## config.mk

```make
export PLATFORM = sky130hd
export DESIGN_NAME = i2c_tgt_stretch
export DESIGN_NICKNAME = d
export VERILOG_FILES = /design/src/rtl/i2c_tgt_pkg.sv /design/src/rtl/i2c_tgt_sync.sv /design/src/rtl/i2c_tgt_fsm.sv /design/src/rtl/i2c_tgt_regs.sv /design/src/rtl/i2c_tgt_stretch.sv
export SDC_FILE = /design/constraint.sdc
export NUM_CORES = 1
export LEC_CHECK = 0
export ABC_AREA = 1
export BUFFER_PORTS_ARGS = -buffer_cell sky130_fd_sc_hd__buf_2
export CORE_MARGIN = 5
export CORE_UTILIZATION = 60
export DETAILED_ROUTE_END_ITERATION = 6
export MAX_ROUTING_LAYER = met4
export PLACE_DENSITY = 0.84
export SLEW_MARGIN = 5
export SYNTH_ARGS = -nofsm -noshare
export SYNTH_HDL_FRONTEND = slang
export SYNTH_HIERARCHICAL = 1
export SYNTH_SLANG_ARGS = --single-unit
```

## constraint.sdc

```tcl
create_clock -name clk -period 3.2 [get_ports clk]
set_input_delay 0.64 -clock clk [delete_from_list [all_inputs] [get_ports clk]]
set_output_delay 0.64 -clock clk [all_outputs]
set_load 0.01 [all_outputs]
```

## src/rtl/i2c_tgt_pkg.sv

```systemverilog
package i2c_tgt_pkg;
    localparam int ADDR_W = 7;
    localparam int BYTE_W = 8;
    localparam int CNT_W  = $clog2(BYTE_W + 1);

    typedef enum logic [2:0] {
        ST_IDLE,
        ST_ADDR,
        ST_ADDR_ACK,
        ST_RX_BIT,
        ST_RX_ACK,
        ST_TX_BIT,
        ST_TX_ACK
    } tgt_state_t;
endpackage

```

## src/rtl/i2c_tgt_sync.sv

```systemverilog
module i2c_tgt_sync #(
    parameter int STAGES = 2
) (
    input  logic clk,
    input  logic rst_n,
    input  logic scl_raw,
    input  logic sda_raw,
    output logic scl_s,
    output logic sda_s,
    output logic scl_rise,
    output logic scl_fall,
    output logic bus_start,
    output logic bus_stop
);
    localparam int LINES = 2;

    logic [LINES-1:0] raw;
    logic [LINES-1:0] synced;
    logic [LINES-1:0] prev;

    assign raw = {scl_raw, sda_raw};

    for (genvar g = 0; g < LINES; g++) begin : g_line
        logic [STAGES-1:0] chain;
        always_ff @(posedge clk or negedge rst_n) begin
            if (!rst_n) chain <= '1;
            else        chain <= {chain[STAGES-2:0], raw[g]};
        end
        assign synced[g] = chain[STAGES-1];
    end

    always_ff @(posedge clk or negedge rst_n) begin
        if (!rst_n) prev <= '1;
        else        prev <= synced;
    end

    assign scl_s     = synced[1];
    assign sda_s     = synced[0];
    assign scl_rise  = synced[1] & ~prev[1];
    assign scl_fall  = ~synced[1] & prev[1];
    assign bus_start = synced[1] & prev[1] & prev[0] & ~synced[0];
    assign bus_stop  = synced[1] & prev[1] & ~prev[0] & synced[0];
endmodule

```

## src/rtl/i2c_tgt_fsm.sv

```systemverilog
module i2c_tgt_fsm
    import i2c_tgt_pkg::*;
(
    input  logic              clk,
    input  logic              rst_n,
    input  logic [ADDR_W-1:0] dev_addr,
    input  logic              stretch_en,
    input  logic              sda_s,
    input  logic              scl_rise,
    input  logic              scl_fall,
    input  logic              bus_start,
    input  logic              bus_stop,
    input  logic              buf_full,
    input  logic              rx_ovf,
    input  logic              rw_flag,
    input  logic              wr_strobe,
    input  logic [BYTE_W-1:0] wr_data,
    output tgt_state_t        state_o,
    output logic [BYTE_W-1:0] sr_o,
    output logic              ld_addr,
    output logic              ld_rx,
    output logic              ovf_set,
    output logic              irq_set,
    output logic              hold_set,
    output logic              end_clear,
    output logic              idle,
    output logic              sda_oe
);
    localparam logic [CNT_W-1:0] LAST_RX = CNT_W'(BYTE_W);
    localparam logic [CNT_W-1:0] LAST_TX = CNT_W'(BYTE_W - 1);

    tgt_state_t        state, nxt;
    logic [CNT_W-1:0]  cnt;
    logic [BYTE_W-1:0] sr;
    logic              ack_drive;
    logic              mack_n;
    logic              bus_ev;
    logic              byte_in;
    logic              addr_hit;
    logic              blocked;

    assign bus_ev   = bus_start | bus_stop;
    assign byte_in  = scl_fall && (cnt == LAST_RX);
    assign addr_hit = (sr[BYTE_W-1 -: ADDR_W] == dev_addr);
    assign blocked  = buf_full | rx_ovf;

    // state register
    always_ff @(posedge clk or negedge rst_n) begin
        if (!rst_n) state <= ST_IDLE;
        else        state <= nxt;
    end

    // transitions
    always_comb begin
        nxt = state;
        if (bus_stop) begin
            nxt = ST_IDLE;
        end else if (bus_start) begin
            nxt = ST_ADDR;
        end else begin
            unique case (state)
                ST_IDLE:     nxt = ST_IDLE;
                ST_ADDR:     if (byte_in) nxt = (addr_hit && !blocked) ? ST_ADDR_ACK : ST_IDLE;
                ST_ADDR_ACK: if (scl_fall) nxt = rw_flag ? ST_TX_BIT : ST_RX_BIT;
                ST_RX_BIT:   if (byte_in) nxt = ST_RX_ACK;
                ST_RX_ACK:   if (scl_fall) nxt = ST_RX_BIT;
                ST_TX_BIT:   if (scl_fall && cnt == LAST_TX) nxt = ST_TX_ACK;
                ST_TX_ACK:   if (scl_fall) nxt = mack_n ? ST_IDLE : ST_TX_BIT;
                default:     nxt = ST_IDLE;
            endcase
        end
    end

    // bit counter, shifter and acknowledge bookkeeping
    always_ff @(posedge clk or negedge rst_n) begin
        if (!rst_n) begin
            cnt       <= '0;
            sr        <= '0;
            ack_drive <= 1'b0;
            mack_n    <= 1'b1;
        end else if (bus_ev) begin
            cnt <= '0;
        end else begin
            unique case (state)
                ST_ADDR, ST_RX_BIT: begin
                    if (scl_rise && cnt != LAST_RX) begin
                        sr  <= {sr[BYTE_W-2:0], sda_s};
                        cnt <= cnt + 1'b1;
                    end
                    if (byte_in) begin
                        cnt       <= '0;
                        ack_drive <= (state == ST_ADDR) ? (addr_hit && !blocked) : !buf_full;
                    end
                end
                ST_TX_BIT: begin
                    if (scl_fall) begin
                        sr  <= {sr[BYTE_W-2:0], 1'b0};
                        cnt <= (cnt == LAST_TX) ? '0 : cnt + 1'b1;
                    end else if (wr_strobe) begin
                        sr <= wr_data;
                    end
                end
                ST_TX_ACK: begin
                    if (scl_rise) mack_n <= sda_s;
                end
                default: ;
            endcase
        end
    end

    // outputs and events
    always_comb begin
        ld_addr   = 1'b0;
        ld_rx     = 1'b0;
        ovf_set   = 1'b0;
        irq_set   = 1'b0;
        hold_set  = 1'b0;
        end_clear = 1'b0;
        sda_oe    = 1'b0;
        idle      = 1'b0;
        unique case (state)
            ST_IDLE: idle = 1'b1;
            ST_ADDR: ld_addr = !bus_ev && byte_in && addr_hit && !blocked;
            ST_ADDR_ACK: begin
                sda_oe   = 1'b1;
                irq_set  = !bus_ev && scl_fall;
                hold_set = !bus_ev && scl_fall && (rw_flag || stretch_en);
            end
            ST_RX_BIT: begin
                ld_rx   = !bus_ev && byte_in && !buf_full;
                ovf_set = !bus_ev && byte_in && buf_full;
            end
            ST_RX_ACK: begin
                sda_oe   = ack_drive;
                irq_set  = !bus_ev && scl_fall;
                hold_set = !bus_ev && scl_fall && stretch_en;
            end
            ST_TX_BIT: sda_oe = !sr[BYTE_W-1];
            ST_TX_ACK: begin
                irq_set   = !bus_ev && scl_fall;
                hold_set  = !bus_ev && scl_fall && !mack_n;
                end_clear = !bus_ev && scl_fall && mack_n;
            end
            default: ;
        endcase
    end

    assign state_o = state;
    assign sr_o    = sr;
endmodule

```

## src/rtl/i2c_tgt_regs.sv

```systemverilog
module i2c_tgt_regs
    import i2c_tgt_pkg::*;
(
    input  logic              clk,
    input  logic              rst_n,
    input  logic [BYTE_W-1:0] byte_in,
    input  logic              ld_addr,
    input  logic              ld_rx,
    input  logic              ovf_set,
    input  logic              irq_set,
    input  logic              hold_set,
    input  logic              end_clear,
    input  logic              idle,
    input  logic              wr_strobe,
    input  logic [BYTE_W-1:0] wr_data,
    input  logic              rd_strobe,
    input  logic              release_strobe,
    input  logic              irq_clr,
    output logic [BYTE_W-1:0] buf_q,
    output logic              buf_full,
    output logic              rx_ovf,
    output logic              rw_flag,
    output logic              irq,
    output logic              hold
);
    always_ff @(posedge clk or negedge rst_n) begin
        if (!rst_n) begin
            buf_q    <= '0;
            buf_full <= 1'b0;
            rx_ovf   <= 1'b0;
            rw_flag  <= 1'b0;
            irq      <= 1'b0;
            hold     <= 1'b0;
        end else begin
            if (wr_strobe) buf_q <= wr_data;
            if (ld_addr || ld_rx) buf_q <= byte_in;

            if (rd_strobe) buf_full <= 1'b0;
            if (ld_addr || ld_rx) buf_full <= 1'b1;
            if (end_clear) buf_full <= 1'b0;

            if (ld_addr) rw_flag <= byte_in[0];
            if (end_clear) rw_flag <= 1'b0;

            if (irq_clr) rx_ovf <= 1'b0;
            if (ovf_set) rx_ovf <= 1'b1;

            if (irq_clr) irq <= 1'b0;
            if (irq_set) irq <= 1'b1;

            if (release_strobe || idle) hold <= 1'b0;
            if (hold_set) hold <= 1'b1;
        end
    end
endmodule

```

## src/rtl/i2c_tgt_stretch.sv

```systemverilog
module i2c_tgt_stretch
    import i2c_tgt_pkg::*;
#(
    parameter int SYNC_STAGES = 2
) (
    input  logic              clk,
    input  logic              rst_n,
    input  logic [ADDR_W-1:0] dev_addr,
    input  logic              stretch_en,
    input  logic              scl_i,
    input  logic              sda_i,
    output logic              scl_oe,
    output logic              sda_oe,
    input  logic [BYTE_W-1:0] wr_data,
    input  logic              wr_strobe,
    input  logic              rd_strobe,
    input  logic              release_strobe,
    input  logic              irq_clr,
    output logic [BYTE_W-1:0] rd_data,
    output logic              irq,
    output logic              buf_full,
    output logic              rx_ovf,
    output logic              rw_flag
);
    logic              scl_s, sda_s, scl_rise, scl_fall, bus_start, bus_stop;
    tgt_state_t        st;
    logic [BYTE_W-1:0] sr;
    logic              ld_addr, ld_rx, ovf_set, irq_set, hold_set, end_clear, idle;
    logic              hold;

    i2c_tgt_sync #(.STAGES(SYNC_STAGES)) u_sync (
        .clk       (clk),
        .rst_n     (rst_n),
        .scl_raw   (scl_i),
        .sda_raw   (sda_i),
        .scl_s     (scl_s),
        .sda_s     (sda_s),
        .scl_rise  (scl_rise),
        .scl_fall  (scl_fall),
        .bus_start (bus_start),
        .bus_stop  (bus_stop)
    );

    i2c_tgt_fsm u_fsm (
        .clk        (clk),
        .rst_n      (rst_n),
        .dev_addr   (dev_addr),
        .stretch_en (stretch_en),
        .sda_s      (sda_s),
        .scl_rise   (scl_rise),
        .scl_fall   (scl_fall),
        .bus_start  (bus_start),
        .bus_stop   (bus_stop),
        .buf_full   (buf_full),
        .rx_ovf     (rx_ovf),
        .rw_flag    (rw_flag),
        .wr_strobe  (wr_strobe),
        .wr_data    (wr_data),
        .state_o    (st),
        .sr_o       (sr),
        .ld_addr    (ld_addr),
        .ld_rx      (ld_rx),
        .ovf_set    (ovf_set),
        .irq_set    (irq_set),
        .hold_set   (hold_set),
        .end_clear  (end_clear),
        .idle       (idle),
        .sda_oe     (sda_oe)
    );

    i2c_tgt_regs u_regs (
        .clk            (clk),
        .rst_n          (rst_n),
        .byte_in        (sr),
        .ld_addr        (ld_addr),
        .ld_rx          (ld_rx),
        .ovf_set        (ovf_set),
        .irq_set        (irq_set),
        .hold_set       (hold_set),
        .end_clear      (end_clear),
        .idle           (idle),
        .wr_strobe      (wr_strobe),
        .wr_data        (wr_data),
        .rd_strobe      (rd_strobe),
        .release_strobe (release_strobe),
        .irq_clr        (irq_clr),
        .buf_q          (rd_data),
        .buf_full       (buf_full),
        .rx_ovf         (rx_ovf),
        .rw_flag        (rw_flag),
        .irq            (irq),
        .hold           (hold)
    );

    assign scl_oe = hold;
endmodule

```

==> results of run 1 <==
[stage by stage]
step	utilization, %	instance area, um2
floorplan	-	2280
global placement	67.4	2470
detailed placement	67.4	2470
CTS	69.6	2550
global route	69.6	2550
finish	69.6	2550
[logic make-up (layout without fill, tap and decap cells)]
kind of cell	after synthesis	after routing	share of synthesized area, %
AOI/OAI and AO/OA	29	29	7.58
xor gates and xnor gates	4	4	1.54
adders and majority gates	2	2	1.10
buffers and inverters	57	95	10.7
DFF	36	36	39.9
and+or+nand+nor	202	202	39.2
[path summary, 6_finish.rpt]
path | to | slack (ns) | cells past startpoint
worst max-delay path | u_regs/rw_flag | 0.89 | 9
worst min-delay path | u_sync/g_line[1].chain[1] | 0.36 | 0
worst max register to register | u_regs/rw_flag | 0.89 | 9
worst min register to register | u_sync/g_line[1].chain[1] | 0.36 | 0
max in group asynchronous | u_regs/buf_q[3] | 2.29 | 1
min in group asynchronous | u_fsm/sr_o[7] | 0.42 | 1
[area by class of cell]
class | instances | area, um2
clock buffer | 8 | 80.1
fill | 324 | 1110
inverter | 50 | 188
multi-input combinational | 237 | 1120
sequential | 36 | 910
tap | 48 | 60.1
timing repair buffer | 37 | 185
[power groups by stage]
stage / Clock, mW / Combinational [mW] / Sequential [mW]
floorplan: 0 / 0.201 / 0.589
global placement: 0 / 0.271 / 0.600
detailed placement: 0 / 0.275 / 0.603
CTS: 0.317 / 0.277 / 0.595
global route: 0.340 / 0.325 / 0.608
finish: 0.307 / 0.278 / 0.596
[synthesized netlist by cell type (2+ instances only)]
cell type,n
o211ai_1,3
nand2_1,114
nand3_1,27
nand4_1,13
buf_4,2
a21oi_1,3
nor2_2,3
dfstp_2,7
o21bai_1,2
ha_1,2
nand2_2,3
nor3_1,5
xnor2_1,2
buf_2,3
xor2_1,2
and3_1,2
inv_2,3
o21ai_2,2
clkinv_1,2
dfrtp_1,29
o21ai_0,16
inv_1,45
nor2_1,29
[state kept, by name, indices dropped and copies added, names as in the netlist]
| signal | cells |
|---|---|
| u_regs/irq | 1 |
| u_fsm/ack_drive | 1 |
| u_regs/rw_flag | 1 |
| u_regs/buf_full | 1 |
| u_fsm/mack_n | 1 |
| u_fsm/cnt | 4 |
| u_fsm/sr_o | 8 |
| u_sync/prev | 2 |
| u_regs/rx_ovf | 1 |
| u_fsm/state_o | 3 |
| u_sync/g_line.chain | 4 |
| u_regs/buf_q | 8 |
| u_regs/hold | 1 |
[per-layer routing]
layer	wire (um)	vias up	track usage, %
met5	0	-	-
met4	87	0	7.52
met3	400	9	5.89
met2	2210	84	31.6
met1	2350	967	30.6
li1	-	1117	-
[worst register-to-register path: stages, from the launching register on]
cell and delay (ns):
dfstp_2 0.54, inv_1 0.04, nor2_1 0.17, inv_1 0.15, nor2_1 0.22, nand2_1 0.10, nor2_1 0.67, inv_1 0.10
nor2_1 0.14, nor3_2 0.05
[placed cells by master, fill, tap and decap left out, drive strengths merged, types with 2 or more instances in the layout]
cell type,synthesis,layout
buf,7,37
inv,48,48
nand3,28,28
clkinv,2,2
xor2,2,2
o211ai,3,3
o21bai,2,2
ha,2,2
nor3,6,6
a21oi,3,3
nor2,34,34
nand2,117,117
o21ai,18,18
xnor2,2,2
nand4,13,13
clkbuf,0,8
dfrtp,29,29
and3,2,2
dfstp,7,7
==> flow_summary.json, run 1 <==
{
  "cap_violations": 0,
  "cp_max_fo": 11,
  "synth_top_area_share_pct": 31.9,
  "gp_congestion": 0.909,
  "skew_ns": 0.00783,
  "fin_crit_sh_pct": 72.1,
  "firstDrtPassIters": 5,
  "critPathCaptureType": "flop",
  "async_flop_share_pct": 100,
  "crit_chain": "inv_1, nor2_1, inv_1, nor2_1, nand2_1, nor2_1, inv_1, nor2_1, nor3_2",
  "drt-initial-drc-count": 220,
  "clockRootBuffer": "clkbuf_8",
  "crit_family": "simple AND/OR/NAND/NOR gates",
  "fin_cells": 416,
  "grt_pass1_vias": 1972,
  "num_antenna_cells": 0,
  "finalCriticalPeriod_ns": 2.31,
  "setup.worst_path.start": "u_sync/prev[1]",
  "total_power_mw": 1.18,
  "place_inst": 408,
  "power_switching_mw": 0.386,
  "start_util_pct": 62.2,
  "swShare_pct": 32.7,
  "pwr-share-seq_pct": 50.5,
  "synthTopCellsByArea": "dfrtp_1, nand2_1, dfstp_2, inv_1, nand3_1",
  "cts_tree": "yes",
  "grt_pass1_wl_um": 8780,
  "post-route-drc-count": 0,
  "postCtsSetupBuffers": 0,
  "min-delay-start": "u_sync/g_line[1].chain[0]",
  "ys_types": 34,
  "row_count": 22,
  "synth_edf_count": 0,
  "track_usage_pct": 22.2,
  "grt_max_degree": 37,
  "ys_warn_count": 6,
  "clk_latency_ns": 0.29,
  "clkTransAtPathRegs_ns": 0.07,
  "nets": 393,
  "path_buf_inv": 3,
  "final-hold-violation-count": 0,
  "critPathRequiredTime_ns": 3.35,
  "reg2reg_from": "u_sync/prev[1]",
  "tightestPinTransition_ns": 0.840,
  "vias_per_cell": 5.23,
  "die_y_um": 71.6,
  "cts_resized": 0,
  "pwr-share-clk_pct": 26.0,
  "hold_slack_ns": 0.357,
  "combPwrFrac_pct": 23.5,
  "syn_inst": 330,
  "ant_nets": 0,
  "hold_path_class": "reg2reg",
  "gr-total-overflow": 0,
  "pin_count": 38,
  "crit_path_start_kind": "flop",
  "syn_to_final_growth_pct": 11.8,
  "antenna_found_initial": 0,
  "power.internal_mw": 0.795,
  "die_area_um2": 5130,
  "avgRoutedWirePerCell_um": 12.1,
  "slew_headroom_pct": 43.8,
  "syn-cell-area_um2": 2280,
  "peakVddDrop_mv": 0.300,
  "clock_sinks": 36,
  "setup_viol": 0,
  "finalSetupTns_ns": 0,
  "status": "finished clean",
  "cpPeakStageDelay_ns": 0.67,
  "p_leak_nw": 1.38,
  "crit_arrival_ns": 2.46,
  "path_common_cell": "nor2_1",
  "drive_above_1_share_pct": 17.4,
  "htreeDepth": 2,
  "crit_type": "reg2reg",
  "critical-path-slowest-cell": "nor2_1",
  "dp_hpwl_um": 3830,
  "power_density_nw_per_um2": 464,
  "finalMaxSlewViolations": 0,
  "fmax_mhz": 433,
  "cts_hold_buf": 0,
  "syn_avg_cell_area_um2": 6.90,
  "syn_nets": 356,
  "yosysSeqAreaShare_pct": 39.9,
  "setup_ws_ns": 0.893,
  "drt_wl_total_um": 5050,
  "synth_top_cell_by_area": "dfrtp_1",
  "via_count": 2177,
  "clock_path_buffers": 2,
  "synth_flop_cell": "dfrtp_1",
  "coreArea_um2": 3660,
  "die_x_um": 71.6,
  "post-place-ws_ns": 0.864,
  "rsz0062_at_grt": "false",
  "ys_ff_latch": 36,
  "io_buffer_count": 37,
  "cts_made_buffers": 5
}
Note: power is estimated with default switching activity, not from simulation.
==> run 2: changes to the inputs <==
- CORE_UTILIZATION: 60 -> 56
- PLACE_DENSITY: 0.84 -> 0.79
- clock period: 3.2 -> 2.4 ns (I/O delays scaled with it)
==> run 2 against run 1 <==
Net effect: sequential power increased by 34%; first-iteration DRC count fell by 19%; worst setup slack worse by 0.62 ns; global-route usage increased by 0.71 points; sequential share of layout area decreased by 0.62 points; final cell count up 1.4%; via count up 0.87%; critical path depth up 1; die area grew 6.1%.
==> flow_summary.json, run 2 (synthesis gave the netlist of run 1 again) <==
{
  "htreeDepth": 2,
  "path_buf_inv": 3,
  "post-route-drc-count": 0,
  "reg2reg_from": "u_sync/g_line[1].chain[1]",
  "die_x_um": 73.8,
  "fmax_mhz": 470,
  "peakVddDrop_mv": 0.387,
  "gp_congestion": 0.928,
  "utilization_pct": 65.3,
  "critPathRequiredTime_ns": 2.62,
  "clkTransAtPathRegs_ns": 0.07,
  "ant_nets": 0,
  "rsz0062_at_grt": "false",
  "gr-total-overflow": 0,
  "cts_made_buffers": 5,
  "clk_latency_ns": 0.28,
  "antenna_found_initial": 0,
  "setup_viol": 0,
  "path_common_cell": "nand2_1",
  "postCtsSetupBuffers": 0,
  "grt_pass1_vias": 2161,
  "syn_to_final_growth_pct": 13.8,
  "endpoint": "u_fsm/sr_o[3]",
  "cp_max_fo": 9,
  "crit_path_start_kind": "flop",
  "crit_chain": "nand2_1, nor2_1, inv_1, nand2_1, clkinv_1, o21ai_0, clkinv_1, nand3_2, nand2_1, nand2_1",
  "critPathCaptureType": "flop",
  "pin_count": 38,
  "clock_path_buffers": 2,
  "dp_hpwl_um": 4150,
  "num_antenna_cells": 0,
  "r2r_setup_slack_ns": 0.27,
  "final_common_cell": "nand2_1",
  "slew_headroom_pct": 48.8,
  "skew_ns": 0.00532,
  "crit_type": "reg2reg",
  "finalCriticalPeriod_ns": 2.13,
  "die_y_um": 73.8,
  "grt_pass1_wl_um": 9420,
  "via_count": 2196,
  "p_leak_nw": 1.41,
  "clock_sinks": 36,
  "post-place-ws_ns": 0.359,
  "coreArea_um2": 3970,
  "clockRootBuffer": "clkbuf_8",
  "cts_tree": "yes",
  "total_power_mw": 1.61,
  "row_count": 23,
  "nets": 397,
  "crit_family": "simple AND/OR/NAND/NOR gates",
  "setup.worst_path.start": "u_sync/g_line[1].chain[1]",
  "track_usage_pct": 22.9,
  "firstDrtPassIters": 4,
  "critical-path-slowest-cell": "dfstp_2",
  "vias_per_cell": 5.20,
  "r2r_end": "u_fsm/sr_o[3]",
  "cap_violations": 0,
  "drt-initial-drc-count": 178,
  "final-hold-violation-count": 0,
  "cts_hold_buf": 0,
  "finalMaxSlewViolations": 0,
  "power_density_nw_per_um2": 620,
  "crit_arrival_ns": 2.35,
  "setup_ws_ns": 0.274,
  "tightestPinTransition_ns": 0.768,
  "fin_crit_sh_pct": 88.6,
  "grt_max_degree": 37,
  "finalSetupTns_ns": 0,
  "fillers": 371,
  "path_depth": 10,
  "cts_resized": 0,
  "cpPeakStageDelay_ns": 0.56,
  "io_buffer_count": 37,
  "die_area_um2": 5440,
  "avgRoutedWirePerCell_um": 12.5,
  "worst-r2r-cell-count": 10,
  "start_util_pct": 57.4,
  "status": "finished clean",
  "drt_wl_total_um": 5290,
  "final_cell_mix": "nand2_1, inv_1, buf_2",
  "hold_path_class": "in2async",
  "drive_above_1_share_pct": 19.1
}
==> run 2: how the worst min path moves through the flow <==
| stage | start | endpoint | slack, ns | cells past startpoint |
|---|---|---|---|---|
| global route | scl_i | u_sync/g_line[1].chain[0] | 0.28 | 1 |
| floorplan | rst_n | u_fsm/ack_drive | 0.18 | 0 |
| global placement | u_sync/g_line[0].chain[0] | u_sync/g_line[0].chain[1] | 0.35 | 0 |
| CTS | scl_i | u_sync/g_line[1].chain[0] | 0.28 | 1 |
| detailed placement | u_sync/g_line[0].chain[0] | u_sync/g_line[0].chain[1] | 0.35 | 0 |
| finish | rst_n | u_fsm/state_o[1] | 0.27 | 1 |
==> run 2: worst register-to-register path: cells and delay by family, from the launching register on <==
family	cells	cell delay (ns)
AND/OR/NAND/NOR	6	0.74
buffers and inverters	3	0.59
flip-flops	1	0.56
AO/OA/AOI/OAI	1	0.18
==> run 2: through the flow <==
stage               instances  instance area [um2]  hold slack [ns]
finish                    422                 2590            0.268
global placement          414                 2500            0.346
floorplan                 330                 2280            0.184
detailed placement        414                 2500            0.348
global route              422                 2590            0.284
CTS                       422                 2590            0.283
==> run 2: per-layer routing <==
layer	track usage [%]	share of wire [%]
met1	29.1	45
met3	3.56	5.9
met2	36.0	47
met5	-	0
met4	10.1	2.3
==> run 2: power by group <==
part	internal [mW]	leakage (nW)	switching [mW]	total, mW
clock network	0.229	0.0510	0.204	0.433
logic	0.156	0.907	0.218	0.374
registers	0.697	0.452	0.103	0.801
total	1.08	1.41	0.525	1.61
==> run 2: layout make-up <==
class                   instances  area (um2)  area share (%)
clock buffers                   6        82.6            3.19
clock inverters                 2        10.0           0.386
inverters                      50         188            7.24
multi-input cells             237        1120            43.4
flip-flops and latches         36         910            35.1
well taps                      50        62.6            2.41
repair buffers                 41         215            8.30
